<file path="src/rtl/wdog_pkg.sv">
package wdog_pkg;

  typedef enum logic [1:0] {
    PH_CLOSED = 2'b00,
    PH_OPEN   = 2'b01,
    PH_PULSE  = 2'b10
  } wdog_phase_e;

  typedef enum logic [1:0] {
    CAUSE_NONE  = 2'b00,
    CAUSE_EARLY = 2'b01,
    CAUSE_LATE  = 2'b10
  } wdog_cause_e;

endpackage

</file>
<file path="src/rtl/wdog_trig_sync.sv">
module wdog_trig_sync #(
  parameter int STAGES = 2
) (
  input  logic clk,
  input  logic rst,
  input  logic trig_i,
  output logic rise_o
);

  logic [STAGES-1:0] chain_q;
  logic              last_q;

  generate
    if (STAGES == 1) begin : g_one
      always_ff @(posedge clk) begin
        if (rst) chain_q <= '0;
        else     chain_q <= trig_i;
      end
    end else begin : g_many
      always_ff @(posedge clk) begin
        if (rst) chain_q <= '0;
        else     chain_q <= {chain_q[STAGES-2:0], trig_i};
      end
    end
  endgenerate

  always_ff @(posedge clk) begin
    if (rst) last_q <= 1'b0;
    else     last_q <= chain_q[STAGES-1];
  end

  assign rise_o = chain_q[STAGES-1] & ~last_q;

  // A level change yields a single-cycle edge flag
  assert_single_rise_R1: assert property (@(posedge clk) disable iff (rst)
    rise_o |=> !rise_o);

endmodule

</file>
<file path="src/rtl/wdog_cycle_ctr.sv">
module wdog_cycle_ctr #(
  parameter int CW = 8
) (
  input  logic          clk,
  input  logic          rst,
  input  logic          clr_i,
  input  logic [CW-1:0] last_i,
  output logic          at_last_o
);

  logic [CW-1:0] cnt_q;

  always_ff @(posedge clk) begin
    if (rst)        cnt_q <= '0;
    else if (clr_i) cnt_q <= '0;
    else            cnt_q <= cnt_q + 1'b1;
  end

  assign at_last_o = (cnt_q == last_i);

  // The count never runs past the limit of the current phase
  assert_ctr_in_range_R6: assert property (@(posedge clk) disable iff (rst)
    cnt_q <= last_i);

endmodule

</file>
<file path="src/rtl/wdog_window_fsm.sv">
module wdog_window_fsm
  import wdog_pkg::*;
#(
  parameter int CLOSED_CYC = 16,
  parameter int OPEN_CYC   = 16,
  parameter int PULSE_CYC  = 8,
  parameter int CW         = 5
) (
  input  logic          clk,
  input  logic          rst,
  input  logic          rise_i,
  input  logic          at_last_i,
  output logic          clr_o,
  output logic [CW-1:0] last_o,
  output logic          wd_rst_o,
  output logic [1:0]    cause_o
);

  localparam logic [CW-1:0] CLOSED_LAST = CW'(CLOSED_CYC - 1);
  localparam logic [CW-1:0] OPEN_LAST   = CW'(OPEN_CYC - 1);
  localparam logic [CW-1:0] PULSE_LAST  = CW'(PULSE_CYC - 1);

  wdog_phase_e phase_q, phase_d;
  wdog_cause_e cause_q, cause_d;
  logic        pulse_q;

  always_comb begin
    unique case (phase_q)
      PH_CLOSED: last_o = CLOSED_LAST;
      PH_OPEN:   last_o = OPEN_LAST;
      default:   last_o = PULSE_LAST;
    endcase
  end

  always_comb begin
    phase_d = phase_q;
    cause_d = cause_q;
    clr_o   = 1'b0;
    unique case (phase_q)
      PH_CLOSED: begin
        if (rise_i) begin
          phase_d = PH_PULSE;
          cause_d = CAUSE_EARLY;
          clr_o   = 1'b1;
        end else if (at_last_i) begin
          phase_d = PH_OPEN;
          clr_o   = 1'b1;
        end
      end
      PH_OPEN: begin
        if (rise_i) begin
          phase_d = PH_CLOSED;
          clr_o   = 1'b1;
        end else if (at_last_i) begin
          phase_d = PH_PULSE;
          cause_d = CAUSE_LATE;
          clr_o   = 1'b1;
        end
      end
      default: begin
        if (at_last_i) begin
          phase_d = PH_CLOSED;
          clr_o   = 1'b1;
        end
      end
    endcase
  end

  always_ff @(posedge clk) begin
    if (rst) begin
      phase_q <= PH_CLOSED;
      cause_q <= CAUSE_NONE;
      pulse_q <= 1'b0;
    end else begin
      phase_q <= phase_d;
      cause_q <= cause_d;
      pulse_q <= (phase_d == PH_PULSE);
    end
  end

  assign wd_rst_o = pulse_q;
  assign cause_o  = cause_q;

  assert_early_err_R4: assert property (@(posedge clk) disable iff (rst)
    (phase_q == PH_CLOSED && rise_i) |=> (wd_rst_o && cause_o == 2'b01));

  assert_missing_err_R5: assert property (@(posedge clk) disable iff (rst)
    (phase_q == PH_OPEN && !rise_i && at_last_i) |=> (wd_rst_o && cause_o == 2'b10));

  assert_valid_service_R3: assert property (@(posedge clk) disable iff (rst)
    (phase_q == PH_OPEN && rise_i) |=> !wd_rst_o);

  assert_pulse_ignores_edge_R7: assert property (@(posedge clk) disable iff (rst)
    (phase_q == PH_PULSE && rise_i && !at_last_i) |=> (wd_rst_o && $stable(cause_o)));

  assert_cause_hold_R8: assert property (@(posedge clk) disable iff (rst)
    (!$past(rst) && !$rose(wd_rst_o)) |-> $stable(cause_o));

endmodule

</file>
<file path="src/rtl/window_wdog.sv">
module window_wdog #(
  parameter int CLOSED_CYC  = 4000,
  parameter int OPEN_CYC    = 4000,
  parameter int PULSE_CYC   = 64,
  parameter int SYNC_STAGES = 2
) (
  input  logic       clk,
  input  logic       rst,
  input  logic       wd_trig_i,
  output logic       wd_rst_o,
  output logic [1:0] wd_cause_o
);

  localparam int MAX_A = (CLOSED_CYC > OPEN_CYC) ? CLOSED_CYC : OPEN_CYC;
  localparam int MAX_V = (MAX_A > PULSE_CYC) ? MAX_A : PULSE_CYC;
  localparam int CW    = $clog2(MAX_V + 1);

  logic          rise;
  logic          clr;
  logic          at_last;
  logic [CW-1:0] last_val;

  wdog_trig_sync #(.STAGES(SYNC_STAGES)) u_sync (
    .clk    (clk),
    .rst    (rst),
    .trig_i (wd_trig_i),
    .rise_o (rise)
  );

  wdog_cycle_ctr #(.CW(CW)) u_ctr (
    .clk       (clk),
    .rst       (rst),
    .clr_i     (clr),
    .last_i    (last_val),
    .at_last_o (at_last)
  );

  wdog_window_fsm #(
    .CLOSED_CYC (CLOSED_CYC),
    .OPEN_CYC   (OPEN_CYC),
    .PULSE_CYC  (PULSE_CYC),
    .CW         (CW)
  ) u_fsm (
    .clk       (clk),
    .rst       (rst),
    .rise_i    (rise),
    .at_last_i (at_last),
    .clr_o     (clr),
    .last_o    (last_val),
    .wd_rst_o  (wd_rst_o),
    .cause_o   (wd_cause_o)
  );

  assert_cause_code_R8: assert property (@(posedge clk) disable iff (rst)
    wd_cause_o != 2'b11);

endmodule

</file>
<file path="config.mk">
export PLATFORM = sky130hd
export DESIGN_NAME = window_wdog
export DESIGN_NICKNAME = d
export VERILOG_FILES = /design/src/rtl/wdog_pkg.sv /design/src/rtl/wdog_trig_sync.sv /design/src/rtl/wdog_cycle_ctr.sv /design/src/rtl/wdog_window_fsm.sv /design/src/rtl/window_wdog.sv
export SDC_FILE = /design/constraint.sdc
export NUM_CORES = 1
export LEC_CHECK = 0
export BUFFER_PORTS_ARGS = -buffer_cell sky130_fd_sc_hd__buf_2
export CAP_MARGIN = 5
export CORE_MARGIN = 2
export CORE_UTILIZATION = 56
export DETAILED_ROUTE_END_ITERATION = 8
export GPL_TIMING_DRIVEN = 0
export HOLD_SLACK_MARGIN = 0.12
export PLACE_DENSITY = 0.8
export SETUP_SLACK_MARGIN = 0.05
export SYNTH_ARGS = -nofsm -noshare
export SYNTH_HDL_FRONTEND = slang
export SYNTH_SLANG_ARGS = --single-unit
</file>
<file path="constraint.sdc">
create_clock -name clk -period 2.1 [get_ports clk]
set_clock_uncertainty 0.05 [all_clocks]
set_input_delay 0.105 -clock clk [delete_from_list [all_inputs] [get_ports clk]]
set_output_delay 0.105 -clock clk [all_outputs]
set_load 0.02 [all_outputs]
</file>
# Word-level counts from Yosys, hierarchy flattened
# Cells that the tools add are included.
[totals]
reg_bits = 20
elab_cells = 34
input_bits = 3
[classes]
mux = 14
reduce_logical = 5
bitwise_logic = 2
add_sub_neg = 1
eq_ne = 6
[ops]
columns = ["op", "n"]
rows = [
  ["$mux 2", 8],
  ["$add 12x1->12 const B", 1],
  ["$eq 12x12->1", 1],
  ["$mux 12", 1],
  ["$pmux 2 s2", 2],
  ["$ne 2x2->1 const B", 3],
  ["$reduce_and 4->1", 1],
  ["$reduce_or 2->1", 2],
  ["$mux 1", 3],
  ["$eq 2x1->1 const B", 1],
  ["$eq 2x2->1 const B", 1],
  ["$logic_not 2->1", 1],
  ["$reduce_bool 2->1", 1],
  ["$and 1x1->1", 1],
  ["$not 1->1", 1],
]

# Depth between registers and ports, before layout
# Gate-level depths: netlist of run 1.
[logic_depth]
ltp_word = 8
ltp_mapped = 6
mapped_depth_nobuf = 5

# Modules after synthesis
# Synthesis of run 1 repeated with hierarchy kept, for this count alone.
[hier_totals]
cells_unflattened = 121
hier_area_um2 = 1051.0
[by_module_without_submodules]
columns = ["mod", "cells_per_inst", "area_per_inst_um2", "n_inst"]
rows = [
  ["wdog_cycle_ctr", 76, 655.6, 1],
  ["wdog_window_fsm", 38, 307.8, 1],
  ["wdog_trig_sync", 7, 87.6, 1],
]

# Worst setup path before layout of run 1
# No wires, ideal clock.
[synth_timing]
path_kind = "reg-to-reg"
from = "register u_ctr.cnt_q[9]"
to = "register u_fsm.phase_q[0]"
setup_slack_ps = 477
path_stages_with_launch = 5
arrival_ps = 1451
t_required_ps = 1929
n_path_buf = 0
path_cell_list = "dfxtp_1 -> inv_2 -> or4_4 -> a21oi_4 -> mux2_4"
[synth_via]
elab_chain_cells = 4
[synth_lines]
columns = ["item", "line_no", "text"]
rows = [
  ["start: declaration", "wdog_cycle_ctr.sv:11", "logic [CW-1:0] cnt_q;"],
  ["start signal: assignment", "wdog_cycle_ctr.sv:16", "else cnt_q <= cnt_q + 1'b1;"],
  ["$eq 12x12->1 *", "wdog_cycle_ctr.sv:19", "assign at_last_o = (cnt_q == last_i);"],
  ["$mux 2 (on tied branches)", "wdog_window_fsm.sv:54, wdog_window_fsm.sv:45", ""],
  ["$mux 2 (on tied branches)", "wdog_window_fsm.sv:51, wdog_window_fsm.sv:41", ""],
  ["$pmux 2 s2 *", "wdog_window_fsm.sv:39", "unique case (phase_q)"],
  ["end signal: assignment", "wdog_window_fsm.sv:75", "phase_q <= phase_d;"],
  ["end: declaration", "wdog_window_fsm.sv:23", "wdog_phase_e phase_q, phase_d;"],
]
# Mark *: on every way between the ends. The rest lies on a longest branch, timed or not.
# A chain may end at the register's enable or synchronous reset.

# Final worst setup path of run 1
[layout_timing]
from = "register u_ctr.cnt_q[0]"
to = "register u_fsm.phase_q[0]"
# The elaborated chain is that of the path after synthesis.

==> impl_metrics.yaml, run 1 <==
status:
  outcome: "finished clean"
placed_design:
  globalplace.congestion: 0.8042
  placed_cells: 118
  portBuffers: 4
  dpl-instance-area_um2: 955.9
  dpl_worst_slack_ps: 342.9
  place_hpwl_um: 1083
power_and_ir_drop:
  seqPwrFrac_pct: 50.4
  pwr_density_cell_nw_per_um2: 775.5
  pwr-share-comb_pct: 11.7
  p_sw_uw: 171.3
  power_uw: 805.4
  p_int_uw: 634.1
  clockPowerShare_pct: 37.9
  p_sw_share_pct: 21.26
  p_leak_nw: 0.3605
  vdd_drop_max_mv: 0.5293
timing:
  fin_crit_sh_pct: 85.41
  timing.final.ws_setup_ps: 306.4
  period_minus_slack_ps: 1794
  grt_setup_unrepaired: "no"
  whs_ps: 412.8
  setup_tns_ps: 0
  maxSlewViolCount: 0
  max_slew_margin_pct: 70.33
  worst_pin_slew_ps: 445.1
  hold_viol: 0
  setup_viol: 0
  max_freq_mhz: 557.5
synthesis:
  synth_edf_count: 0
  yosys_warnings: 0
  synth_top_area_cell: "dfxtp_1"
  netlist_top_cells_area: "dfxtp_1 44%, nor3_1 7.1%, xnor2_1 5.7%, nand3_1 4.4%, xor2_1 3.8%"
  syn-instance-count: 98
  ys_async_sr_fraction_pct: 0
  synth_cell_types: 32
  ys_seq_elements: 20
  syn_area_um2: 915.9
  syn-num-nets: 102
  synth.top_cell.area_share_pct: 43.72
  synth_ff_type: "dfxtp_1"
  ys_seq_area_share_pct: 43.72
  syn_avg_cell_area_um2: 9.346
global_routing:
  grt_pass1_wl_um: 2697
  antenna_found_initial: 0
  grtUsageMet1_pct: 22.67
  grt_pass1_vias: 666
  grtUsageMet2_pct: 30.88
  grt_overflow: 0
  grt_util_met3_pct: 4.082
  grt_max_degree: 13
  busiest_layer: "met2"
  grt_usage_pct: 19.04
drt:
  via_per_inst: 5.864
  remaining_drc_errors: 0
  wire_per_inst_um: 12.71
  dr_total_vias: 733
  ant_nets: 0
  wl_um: 1589
  drt_iter0_drc: 18
  first_pass_iters: 4
floorplanning:
  row_count: 14
  dieArea_um2: 1975
  ios: 6
  dieWidth_um: 44.44
  die_h_um: 44.44
  initial_core_util_pct: 60.10
  core_um2: 1524
cts:
  cts_resized: 0
  numCtsBuffers: 3
  hold_buffers: 3
  cts.sinks: 20
  clockRootBuffer: "clkbuf_4"
  clock_path_buffers: 2
  tritoncts: "yes"
  cts.reportedPaths.clkPinSlew_ps: 110
  post_cts_buffers: 0
  clk-insertion-delay-late_ps: 290
  htree_levels: 1
finish:
  final_area_um2: 1039
  layout_commonest_cell: "dfxtp_1"
  most-common-layout-cells: "20 x dfxtp_1, 13 x nor3_1, 8 x nand3_1"
  n_antenna_cell: 0
  nNetsFinal: 114
  final_cells: 125
  drive_gt1_share_pct: 16.51
  area_growth_pct: 13.39
  utilization_pct: 68.14
worst_hold_path:
  hold_class: "flop to flop"
critical_path:
  start_kind: "flop"
  arrival_ps: 1940
  endpoint_kind: "flop"
  path_class: "flop to flop"
  cp_max_fo: 5
  crit_required_ps: 2240
run:
  cap_violations: 0
## per-layer routing
layer  wire length (µm)  share of wire (%)
met5                  0                  0
met1                780                 49
met2                748                 47
met3                 29                1.8
met4                 31                2.0
## layout make-up
type / count / area, µm²
fillers: 133 / 485.5
clock inverters: 1 / 30.03
repair buffers: 7 / 50.05
inverters: 3 / 11.26
well taps: 16 / 20.02
clock buffers: 3 / 22.52
multi-input cells: 71 / 470.5
flip-flops and latches: 20 / 400.4
plain buffers: 4 / 33.78
## state kept, by name, indices dropped and copies added, names as in the netlist
register and count:
u_fsm.phase_q 2, u_fsm.cause_o 2, u_sync.last_q 1, u_fsm.wd_rst_o 1, u_sync.chain_q 2, u_ctr.cnt_q 12
## Yosys cell counts (2+ instances only)
cell type	number
nand3_1	8
xnor2_1	6
a21oi_1	2
xor2_1	4
buf_6	2
nand4_1	3
nor3_1	13
dfxtp_1	20
nor4_1	3
nand2_1	5
nor2_1	4
nor3b_1	3
inv_1	2
nor2b_1	5
## worst max-delay path: stages, from the launching register on
cell      delay, ps
dfxtp_1         390
ha_1            240
and4_1          270
nand2b_1        180
a21oi_4         240
mux2_4          320
## power by group through the flow
stage	combinational [mW]	sequential, mW	clock, mW
after floorplan	0.0639	0.422	0
after global placement	0.0877	0.415	0
after detailed placement	0.0881	0.415	0
after CTS	0.0933	0.407	0.312
after global routing	0.104	0.408	0.329
final	0.0939	0.406	0.305
## worst paths after layout
kind	startpoint	end	slack [ps]	cells past startpoint
setup / recovery	u_ctr.cnt_q[0]	u_fsm.phase_q[0]	310	5
hold reg to reg	u_sync.chain_q[0]	u_sync.chain_q[1]	410	1
setup reg to reg	u_ctr.cnt_q[0]	u_fsm.phase_q[0]	310	5
hold / removal	u_sync.chain_q[0]	u_sync.chain_q[1]	410	1
## cells by family (layout without fill, tap and decap cells)
group	Yosys count	in the layout	share of synthesized area, %
buffers and inverters	7	18	4.918
flip-flops	20	20	43.72
AND/OR/NAND/NOR	51	51	31.42
AO/OA/AOI/OAI	8	8	7.379
adder cells (fa/ha/maj)	1	1	1.366
XOR/XNOR	10	10	9.562
multiplexers	1	1	1.639
(Power assumes the default switching activity.)
==> inputs of run 2 (changes only) <==
--- a/config.mk
+++ b/config.mk
@@ -8,12 +8,13 @@
 export BUFFER_PORTS_ARGS = -buffer_cell sky130_fd_sc_hd__buf_2
 export CAP_MARGIN = 5
 export CORE_MARGIN = 2
-export CORE_UTILIZATION = 56
+export CORE_UTILIZATION = 58
 export DETAILED_ROUTE_END_ITERATION = 8
 export GPL_TIMING_DRIVEN = 0
 export HOLD_SLACK_MARGIN = 0.12
-export PLACE_DENSITY = 0.8
+export PLACE_DENSITY = 0.81
 export SETUP_SLACK_MARGIN = 0.05
 export SYNTH_ARGS = -nofsm -noshare
 export SYNTH_HDL_FRONTEND = slang
+export SYNTH_HIERARCHICAL = 1
 export SYNTH_SLANG_ARGS = --single-unit
==> run 2 against run 1 <==
  * Final area grew 16%
  * Clock-buffer cell count is the same
  * Clock power shrank 43%
  * Synthesized cell count grew 23%
  * First-iteration DRC count grew 28%
  * Hold slack lost 3.7 ps
  * Non-clock buffer count grew 11
  * Worst setup slack lost 170 ps
  * Critical path depth grew 3
  * Critical endpoint is now u_fsm/phase_q[0]
  * Highest routed layer unchanged
==> impl_metrics.yaml, run 2 <==
status:
  outcome: "finished clean"
power_and_ir_drop:
  pwr_density_cell_nw_per_um2: 542.9
  p_int_uw: 501.6
  pwr-share-comb_pct: 12.8
  p_sw_uw: 153.2
  vdd_drop_max_mv: 0.4363
  p_sw_share_pct: 23.39
  seqPwrFrac_pct: 60.8
  clockPowerShare_pct: 26.4
  p_leak_nw: 0.4485
synthesis:
  synth_compound_area_share_pct: 9.643
  yosys_warnings: 6
  synthMostInstantiatedCell: "dfxtp_1"
  synth_ff_type: "dfxtp_1"
  ys_seq_area_share_pct: 38.10
  synth_top_area_cell: "dfxtp_1"
  yosys-top-cells-count: "20 x dfxtp_1, 14 x xnor2_1, 10 x buf_4"
  yosys.area_share.xor_xnor_pct: 12.50
  synth_fa_ha_area_share_pct: 1.190
  synth_mux_area_share_pct: 1.905
  synth.top_cell.area_share_pct: 38.10
  synth_cell_types: 36
  ys_seq_elements: 20
  synth_edf_count: 0
  ys_async_sr_fraction_pct: 0
  syn_avg_cell_area_um2: 8.686
  syn_area_um2: 1051
  netlist_top_cells_area: "dfxtp_1 38%, xnor2_1 12%, buf_4 7.1%, a21oi_1 3.3%, nand4_1 3.0%"
  synth-simple-area-share_pct: 25.24
  syn-instance-count: 121
  synth_top_family_by_area: "simple AND/OR/NAND/NOR gates"
floorplanning:
  initial_core_util_pct: 61.54
  row_count: 15
  core_um2: 1708
  die_h_um: 46.57
  ios: 6
  dieWidth_um: 46.57
  dieArea_um2: 2169
timing:
  max_freq_mhz: 509.2
  setup_tns_ps: 0
  setup_viol: 0
  grt_setup_unrepaired: "yes"
  maxSlewViolCount: 0
  fin_crit_sh_pct: 93.52
  whs_ps: 409.2
  hold_viol: 0
  period_minus_slack_ps: 1964
placed_design:
  place_hpwl_um: 1271
  portBuffers: 5
  globalplace.congestion: 0.7746
critical_path:
  critPathSlowestCell: "or3b_4"
  endpoint_kind: "flop"
  start_kind: "flop"
  path_cells: "inv_4, buf_6, xnor2_2, nand4_1, nor3_2, or3b_4, or3_1, o21ai_2"
  arrival_ps: 2150
  crit_family: "simple AND/OR/NAND/NOR gates"
  r2r_start: "u_fsm/phase_q[1]"
  startpoint: "u_fsm/phase_q[1]"
  path_buf_inv: 2
  max_stage_delay_ps: 410
  cp_max_fo: 5
  crit_required_ps: 2290
  path_class: "flop to flop"
drt:
  via_per_inst: 5.043
  wire_per_inst_um: 11.36
  drt_iter0_drc: 23
  ant_nets: 0
  remaining_drc_errors: 0
  dr_total_vias: 817
  first_pass_iters: 4
  wl_um: 1840
cts:
  cts.reportedPaths.clkPinSlew_ps: 100
  cts.sinks: 20
  numCtsBuffers: 3
  tritoncts: "yes"
  clock_path_buffers: 2
  clk-insertion-delay-late_ps: 290
  clockRootBuffer: "clkbuf_4"
  htree_levels: 1
run:
  cap_violations: 0
finish:
  most-common-layout-cells: "19 x dfxtp_1, 13 x xnor2_1, 11 x buf_4"
  layout_commonest_cell: "dfxtp_1"
  area_growth_pct: 14.76
  largest_reg_flops: 12
  fillerInstances: 139
  n_antenna_cell: 0
  drive_gt1_share_pct: 24.82
  nNetsFinal: 143
  top_register: "u_ctr/cnt_q"
global_routing:
  antenna_found_initial: 0
  grt_pass1_wl_um: 3084
  grt_usage_pct: 20.05
  grt_max_degree: 13
  grt_overflow: 0
  grt_pass1_vias: 751
worst_hold_path:
  hold_path_startpoint: "u_sync/chain_q[0]"
  hold_class: "flop to flop"
run 2: changes by cell type after synthesis, sizes merged, moves of 3 or more:
cell	delta
o21ai	+5
or3	+4
nand3	-3
nor2	+3
xor2	-3
xnor2	+8
buf	+8
nor3	-11
nand4	+3
nor3b	-3
a21oi	+4
run 2: per-stage QoR:
| step | total power [mW] | worst slack (ps) | util (%) | instance area [µm²] | cells |
|---|---|---|---|---|---|
| 5_1_grt | 0.6876 | 45.05 | 70.62 | 1206 | 162 |
| 4_1_cts | 0.6636 | 76.96 | 69.01 | 1179 | 160 |
| 2_1_floorplan | 0.4673 | 216.8 | - | 1071 | 125 |
| 3_5_place_dp | 0.4823 | 8.707 | 66.01 | 1127 | 155 |
| 3_3_place_gp | 0.4803 | 64.75 | 66.01 | 1127 | 155 |
| 6_report | 0.6548 | 136.1 | 70.62 | 1206 | 162 |
run 2: routing by layer:
layer | up-vias | routed length [µm] | share of wire, % | global-route usage, %
li1 | 432 | - | - | -
met2 | 14 | 885 | 48 | 30.56
met3 | 2 | 61 | 3.3 | 2.745
met1 | 369 | 880 | 48 | 26.54
met5 | - | 0 | 0 | 0
met4 | 0 | 13 | 0.71 | 12.00
run 2: logic make-up (layout without fill, tap and decap cells):
| family | count (synthesis) | in the layout |
|---|---|---|
| flip-flops | 20 | 20 |
| AND/OR/NAND/NOR | 46 | 46 |
| other | 2 | 6 |
| buffers and inverters | 18 | 30 |
| AO/OA/AOI/OAI | 17 | 17 |
| XOR/XNOR | 15 | 15 |
| adder cells (fa/ha/maj) | 1 | 1 |
| multiplexers | 2 | 2 |
run 2: worst paths after layout:
check / endpoint / slack, ps / depth (start not counted)
worst min-delay path: u_sync/chain_q[1] / 410 / 1
worst max register to register: u_fsm/phase_q[0] / 140 / 8
worst min register to register: u_sync/chain_q[1] / 410 / 1
worst max-delay path: u_fsm/phase_q[0] / 140 / 8
run 2: final cells by class:
class | count | area [µm²] | area share (%)
Multi-Input combinational cell | 87 | 568.0 | 47.10
Sequential cell | 20 | 404.1 | 33.51
Buffer | 12 | 88.84 | 7.365
Timing Repair Buffer | 10 | 70.07 | 5.809
Tap cell | 25 | 31.28 | 2.593
Clock buffer | 3 | 22.52 | 1.867
Inverter | 5 | 21.27 | 1.763
run 2: power by group through the flow:
| stage | clock network (mW) | registers (mW) | logic [mW] |
|---|---|---|---|
| after floorplan | 0 | 0.408 | 0.0591 |
| after global placement | 0 | 0.407 | 0.0732 |
| after detailed placement | 0 | 0.407 | 0.0748 |
| after CTS | 0.186 | 0.398 | 0.0791 |
| after global routing | 0.195 | 0.400 | 0.0933 |
| final | 0.173 | 0.398 | 0.0838 |
run 2: what timing repair did:
action,4_1_cts,5_1_grt
pin swaps,1,5
resized for setup,2,6
setup endpoints to repair,10,1
endpoints found under the hold margin,7,0
hold buffers,3,0
setup buffers,0,2
